===== src/rtl/arp_init_pkg.sv =====
package arp_init_pkg;
  localparam int MAC_W = 48;

  typedef enum logic [2:0] {
    ST_IDLE,
    ST_REQ_EMIT,
    ST_REPLY_WAIT,
    ST_REQ_WAIT,
    ST_REPLY_EMIT,
    ST_LINKED
  } init_state_e;
endpackage


===== src/rtl/arp_retry_timer.sv =====
module arp_retry_timer #(
  parameter int CNT_W = 32
) (
  input  logic             clk,
  input  logic             rst_n,
  input  logic             restart,
  input  logic             run,
  input  logic [CNT_W-1:0] limit,
  output logic             expire
);
  logic [CNT_W-1:0] cnt_q;

  assign expire = run && (cnt_q == limit);

  always_ff @(posedge clk or negedge rst_n) begin
    if (!rst_n) begin
      cnt_q <= '0;
    end else if (restart) begin
      cnt_q <= '0;
    end else if (run && !expire) begin
      cnt_q <= cnt_q + 1'b1;
    end
  end
endmodule


===== src/rtl/arp_peer_mac_reg.sv =====
module arp_peer_mac_reg #(
  parameter int W = 48
) (
  input  logic         clk,
  input  logic         rst_n,
  input  logic         clr,
  input  logic         load,
  input  logic [W-1:0] din,
  output logic [W-1:0] dout
);
  always_ff @(posedge clk or negedge rst_n) begin
    if (!rst_n) begin
      dout <= '0;
    end else if (clr) begin
      dout <= '0;
    end else if (load) begin
      dout <= din;
    end
  end
endmodule


===== src/rtl/arp_init_fsm.sv =====
module arp_init_fsm
  import arp_init_pkg::*;
(
  input  logic clk,
  input  logic rst_n,
  input  logic soft_rst,
  input  logic server_mode,
  input  logic tx_ready,
  input  logic rx_valid,
  input  logic rx_is_reply,
  input  logic rx_is_request,
  input  logic rx_ip_match,
  input  logic expire,
  input  logic send_start,
  input  logic send_done,
  output logic init_go,
  output logic req_valid,
  output logic rep_valid,
  output logic timer_restart,
  output logic timer_run,
  output logic mac_load,
  output logic linked,
  output logic busy,
  output logic tmo_flag,
  output logic irq
);
  init_state_e state_q, state_d;
  logic rst_prev_q;
  logic sending_q;
  logic reply_ok, request_ok, retry_evt;

  assign init_go    = rst_prev_q && !soft_rst;
  assign reply_ok   = rx_valid && rx_is_reply && rx_ip_match;
  assign request_ok = rx_valid && rx_is_request && rx_ip_match;

  assign req_valid     = (state_q == ST_REQ_EMIT);
  assign rep_valid     = (state_q == ST_REPLY_EMIT);
  assign linked        = (state_q == ST_LINKED);
  assign timer_restart = req_valid && tx_ready;
  assign timer_run     = (state_q == ST_REPLY_WAIT);
  assign retry_evt     = timer_run && expire && !reply_ok && !soft_rst;
  assign mac_load      = !soft_rst &&
                         ((timer_run && reply_ok) ||
                          ((state_q == ST_REQ_WAIT) && request_ok));
  assign busy          = !linked || sending_q;

  always_comb begin
    state_d = state_q;
    unique case (state_q)
      ST_IDLE:       if (init_go) state_d = server_mode ? ST_REQ_WAIT : ST_REQ_EMIT;
      ST_REQ_EMIT:   if (tx_ready) state_d = ST_REPLY_WAIT;
      ST_REPLY_WAIT: begin
        if (reply_ok)    state_d = ST_LINKED;
        else if (expire) state_d = ST_REQ_EMIT;
      end
      ST_REQ_WAIT:   if (request_ok) state_d = ST_REPLY_EMIT;
      ST_REPLY_EMIT: if (tx_ready) state_d = ST_LINKED;
      ST_LINKED:     state_d = ST_LINKED;
      default:       state_d = ST_IDLE;
    endcase
    if (soft_rst) state_d = ST_IDLE;
  end

  always_ff @(posedge clk or negedge rst_n) begin
    if (!rst_n) begin
      state_q    <= ST_IDLE;
      rst_prev_q <= 1'b1;
      sending_q  <= 1'b0;
      tmo_flag   <= 1'b0;
      irq        <= 1'b0;
    end else begin
      state_q    <= state_d;
      rst_prev_q <= soft_rst;
      irq        <= retry_evt;
      if (soft_rst) begin
        sending_q <= 1'b0;
        tmo_flag  <= 1'b0;
      end else begin
        if (retry_evt) tmo_flag <= 1'b1;
        if (linked && send_start && !sending_q) sending_q <= 1'b1;
        else if (send_done)                     sending_q <= 1'b0;
      end
    end
  end
endmodule


===== src/rtl/arp_link_init.sv =====
module arp_link_init
  import arp_init_pkg::*;
#(
  parameter int TMO_W = 32,
  parameter int ADDR_W = MAC_W
) (
  input  logic              clk,
  input  logic              rst_n,
  input  logic              soft_rst,
  input  logic              server_mode,
  input  logic [TMO_W-1:0]  tmo_limit,
  input  logic              tx_ready,
  output logic              arp_req_valid,
  output logic              arp_rep_valid,
  input  logic              rx_valid,
  input  logic              rx_is_reply,
  input  logic              rx_is_request,
  input  logic              rx_ip_match,
  input  logic [ADDR_W-1:0] rx_mac,
  input  logic              send_start,
  input  logic              send_done,
  output logic              busy,
  output logic              link_up,
  output logic [ADDR_W-1:0] peer_mac,
  output logic              tmo_flag,
  output logic              irq
);
  logic             init_go, timer_restart, timer_run, expire, mac_load;
  logic [TMO_W-1:0] limit_q;

  always_ff @(posedge clk or negedge rst_n) begin
    if (!rst_n)       limit_q <= '1;
    else if (init_go) limit_q <= tmo_limit;
  end

  arp_init_fsm u_fsm (
    .clk           (clk),
    .rst_n         (rst_n),
    .soft_rst      (soft_rst),
    .server_mode   (server_mode),
    .tx_ready      (tx_ready),
    .rx_valid      (rx_valid),
    .rx_is_reply   (rx_is_reply),
    .rx_is_request (rx_is_request),
    .rx_ip_match   (rx_ip_match),
    .expire        (expire),
    .send_start    (send_start),
    .send_done     (send_done),
    .init_go       (init_go),
    .req_valid     (arp_req_valid),
    .rep_valid     (arp_rep_valid),
    .timer_restart (timer_restart),
    .timer_run     (timer_run),
    .mac_load      (mac_load),
    .linked        (link_up),
    .busy          (busy),
    .tmo_flag      (tmo_flag),
    .irq           (irq)
  );

  arp_retry_timer #(.CNT_W(TMO_W)) u_timer (
    .clk     (clk),
    .rst_n   (rst_n),
    .restart (timer_restart),
    .run     (timer_run),
    .limit   (limit_q),
    .expire  (expire)
  );

  arp_peer_mac_reg #(.W(ADDR_W)) u_mac (
    .clk   (clk),
    .rst_n (rst_n),
    .clr   (soft_rst),
    .load  (mac_load),
    .din   (rx_mac),
    .dout  (peer_mac)
  );
endmodule


===== config.mk =====
export PLATFORM = sky130hd
export DESIGN_NAME = arp_link_init
export DESIGN_NICKNAME = d
export VERILOG_FILES = /design/src/rtl/arp_init_pkg.sv /design/src/rtl/arp_retry_timer.sv /design/src/rtl/arp_peer_mac_reg.sv /design/src/rtl/arp_init_fsm.sv /design/src/rtl/arp_link_init.sv
export SDC_FILE = /design/constraint.sdc
export NUM_CORES = 1
export LEC_CHECK = 0
export ABC_AREA = 1
export CAP_MARGIN = 10
export CORE_ASPECT_RATIO = 0.5
export CORE_UTILIZATION = 46
export DETAILED_ROUTE_END_ITERATION = 7
export PLACE_DENSITY_LB_ADDON = 0.05
export SLEW_MARGIN = 20
export SYNTH_ARGS = -nofsm -noshare
export SYNTH_HDL_FRONTEND = slang
export SYNTH_HIERARCHICAL = 1
export SYNTH_SLANG_ARGS = --single-unit

===== constraint.sdc =====
create_clock -name clk -period 2 [get_ports clk]
set_input_delay 0.4 -clock clk [delete_from_list [all_inputs] [get_ports clk]]
set_output_delay 0.4 -clock clk [all_outputs]
set_load 0.02 [all_outputs]

==> flow_metrics.tcl <==
set metrics [dict create \
    drt-total-wl_mm 17.1 \
    clock.fmax_mhz 517 \
    die_h_um 86.4 \
    r2r-end "u_mac/dout[45]$_DFFE_PN0P_" \
    ys_async_sr_fraction_pct 100 \
    cp.required_ps 2350 \
    antenna_found_initial 0 \
    cp-endpoint "u_mac/dout[45]$_DFFE_PN0P_" \
    hold_violations 0 \
    crit_chain "inv_2 > nand2_2 > nor2_4 > nand2_1 > a21oi_4 > buf_6 > nand3_1 > nand2_1" \
    synth_edf_count 0 \
    rows 30 \
    p_per_area_nw_per_um2 853 \
    synthFlopType "dfrtp_1" \
    drt.antenna.violating_nets 0 \
    slew_violations 0 \
    slew_headroom_pct 56.5 \
    outcome "finished, final reports clean" \
    peakVddDrop_mv 0.695 \
    cts_root_buf "clkbuf_16" \
    critPathMostFrequentCell "nand2_1" \
    drt-pass1-iter-count 6 \
    crit_cells 8 \
    drive_above_1_share_pct 13.6 \
    tns_ps 0 \
    rsz0062_at_grt "yes" \
    cp.arrival_ps 2290 \
    p_total_uw 7640 \
    ff2ff_path_depth 8 \
    tightest_slew_ps 650 \
    overflow 0 \
    synthDistinctLibCells 35 \
    start_util_pct 47.7 \
    r2r_slack_ps 70 \
    nFillCells 1203 \
    leakage_uw 0.00438 \
    die_area_um2 14800 \
    core_um2 13700 \
    drtIter0Drc 388 \
    hpwl_mm 11.8 \
    synth_warnings 6 \
    period_share_pct 96.7 \
    synth_top_area_share_pct 32.8 \
    crit_type "flip-flop to flip-flop" \
    clkSinkCount 119 \
    vias_per_cell 4.90 \
    cts_buffer_depth 2 \
    fin_nets 1126 \
    postCtsSetupBuffers 0 \
    cts_tree "yes" \
    wire_per_inst_um 13.8 \
    crit_slowest_cell "dfrtp_2" \
    fp.dieW_um 171 \
    synth_cells 878 \
    port_buffers 144 \
    crit_path_end_kind "flip-flop" \
    critPathLaunchType "flip-flop" \
    place_inst 1205 \
    ys_ff_latch 119 \
    synthToLayoutAreaGrowth_pct 36.7 \
    ios 145 \
    yosysMostFrequentCell "nand2_1" \
    max-cap-violations 0 \
    vias 6071 \
    layout_min_cycle_time_ps 1930 \
    grtUsageTotal_pct 25.0 \
    yosysSeqAreaShare_pct 46.1 \
    synthTopCellsByArea "dfrtp_1, nand2_1, dfstp_2" \
    clk_pin_slew_ps 60 \
    synth_area_um2 6550 \
    first_global_vias 5877 \
    htree_levels 4 \
    path_buf_inv 2 \
    fin_cells 1238 \
    diodes 0 \
    critPathMaxStageDelay_ps 460 \
    synth_nets 970 \
    synth_top_cell_by_area "dfrtp_1" \
    numCtsBuffers 17 \
    synthTopCellsByCount "nand2_1, nand3_1, dfrtp_1, nor2_1, inv_1" \
    clock_latency_ps 420 \
    cp_top_family "simple AND/OR/NAND/NOR gates" \
    grt_pass1_wl_mm 28.5 \
    hp-class "input pin to async pin" \
    timing.rr.start "u_fsm/state_q[2]$_DFFE_PN0P_" \
    skew_ps 10.2 \
    seq_area_um2 3020 \
    setup_violations 0 \
    grt_max_degree 49 \
    critPathMaxFanout 48 \
    avgSynthCellArea_um2 7.46 \
    multi_input_area_um2 3050 \
    critPathLaunch "u_fsm/state_q[2]$_DFFE_PN0P_" \
    drc_errors 0 \
    routabilityCongestion 0.908 \
]
==> worst reg2reg max path: stages (launching register included) <==
cell     delay [ps]
dfrtp_2         460
inv_2           150
nand2_2          80
nor2_4           90
nand2_1         110
a21oi_4         290
buf_6           360
nand3_1         200
nand2_1         130
==> logic make-up after synthesis <==
family / Yosys count / synth area share, %
simple gates: 599 / 39.3
flops: 119 / 46.1
buf+inv: 106 / 8.27
xor+xnor: 37 / 4.94
compound gates: 16 / 1.28
fa+ha+maj: 1 / 0.191
==> sequential cells by signal (all words and copies together) (netlist names) <==
register and flops:
u_mac/dout 48, limit_q 32, u_timer/cnt_q 32, u_fsm/state_q 3, u_fsm/irq 1, u_fsm/rst_prev_q 1
u_fsm/sending_q 1, u_fsm/tmo_flag 1
==> where the power goes <==
group / switching [uW] / total (uW) / internal [uW]
Combinational: 855 / 1490 / 635
Sequential: 168 / 2800 / 2630
Clock: 1230 / 3350 / 2120
==> layout by cell type (no fill, tap or decap), types with 16 or more instances in the layout <==
| cell type | instances |
|---|---|
| nand2_1 | 353 |
| nand3_1 | 111 |
| clkbuf_16 | 17 |
| buf_4 | 25 |
| xnor2_1 | 29 |
| dfstp_2 | 33 |
| clkdlybuf4s50_1 | 139 |
| inv_1 | 61 |
| nand4_1 | 26 |
| nand2_2 | 16 |
| nor2_1 | 70 |
| dfrtp_1 | 84 |
==> cell type report <==
class                   instances  share of cell area (%)
multi-input cells             654                    34.0
well taps                     192                    2.68
clock buffers                  17                    4.75
flip-flops and latches        119                    33.7
inverters                      66                    2.85
repair buffers                176                    19.6
clock inverters                14                    2.37
==> repair_timing <==
action	CTS	global route
setup endpoints to repair	36	63
cloned	1	0
resized for setup	7	11
hold buffers	1	0
pin swaps	1	0
endpoints found under the hold margin	13	0
==> layer usage <==
layer | vias to the layer above | global-route usage [%] | wire [um]
met4 | 0 | 7.45 | 226
met3 | 23 | 9.00 | 1410
met5 | - | 0 | 0
li1 | 3066 | - | -
met2 | 176 | 41.7 | 7840
met1 | 2806 | 30.5 | 7590
==> metrics by stage <==
stage / util (%) / setup WS, ps / area, um2 / hold slack (ps)
finish: 65.2 / 66.2 / 8960 / 436
global route: 65.2 / -42.7 / 8960 / 453
CTS: 65.0 / 5.60 / 8930 / 449
detailed placement: 60.2 / -318 / 8270 / 332
global placement: 60.2 / -237 / 8270 / 330
floorplan: - / 114 / 6550 / 104
==> worst min-delay path by stage <==
stage                               endpoint  slack (ps)  cells past startpoint
5_1_grt        u_timer/cnt_q[14]$_DFFE_PN0P_         450                      2
2_1_floorplan            u_fsm/irq$_DFF_PN0_         100                      0
6_report       u_timer/cnt_q[14]$_DFFE_PN0P_         440                      2
3_5_place_dp   u_timer/cnt_q[15]$_DFFE_PN0P_         330                      1
3_3_place_gp   u_timer/cnt_q[14]$_DFFE_PN0P_         330                      1
4_1_cts        u_timer/cnt_q[14]$_DFFE_PN0P_         450                      2
Power figures use the tool's default switching activity.
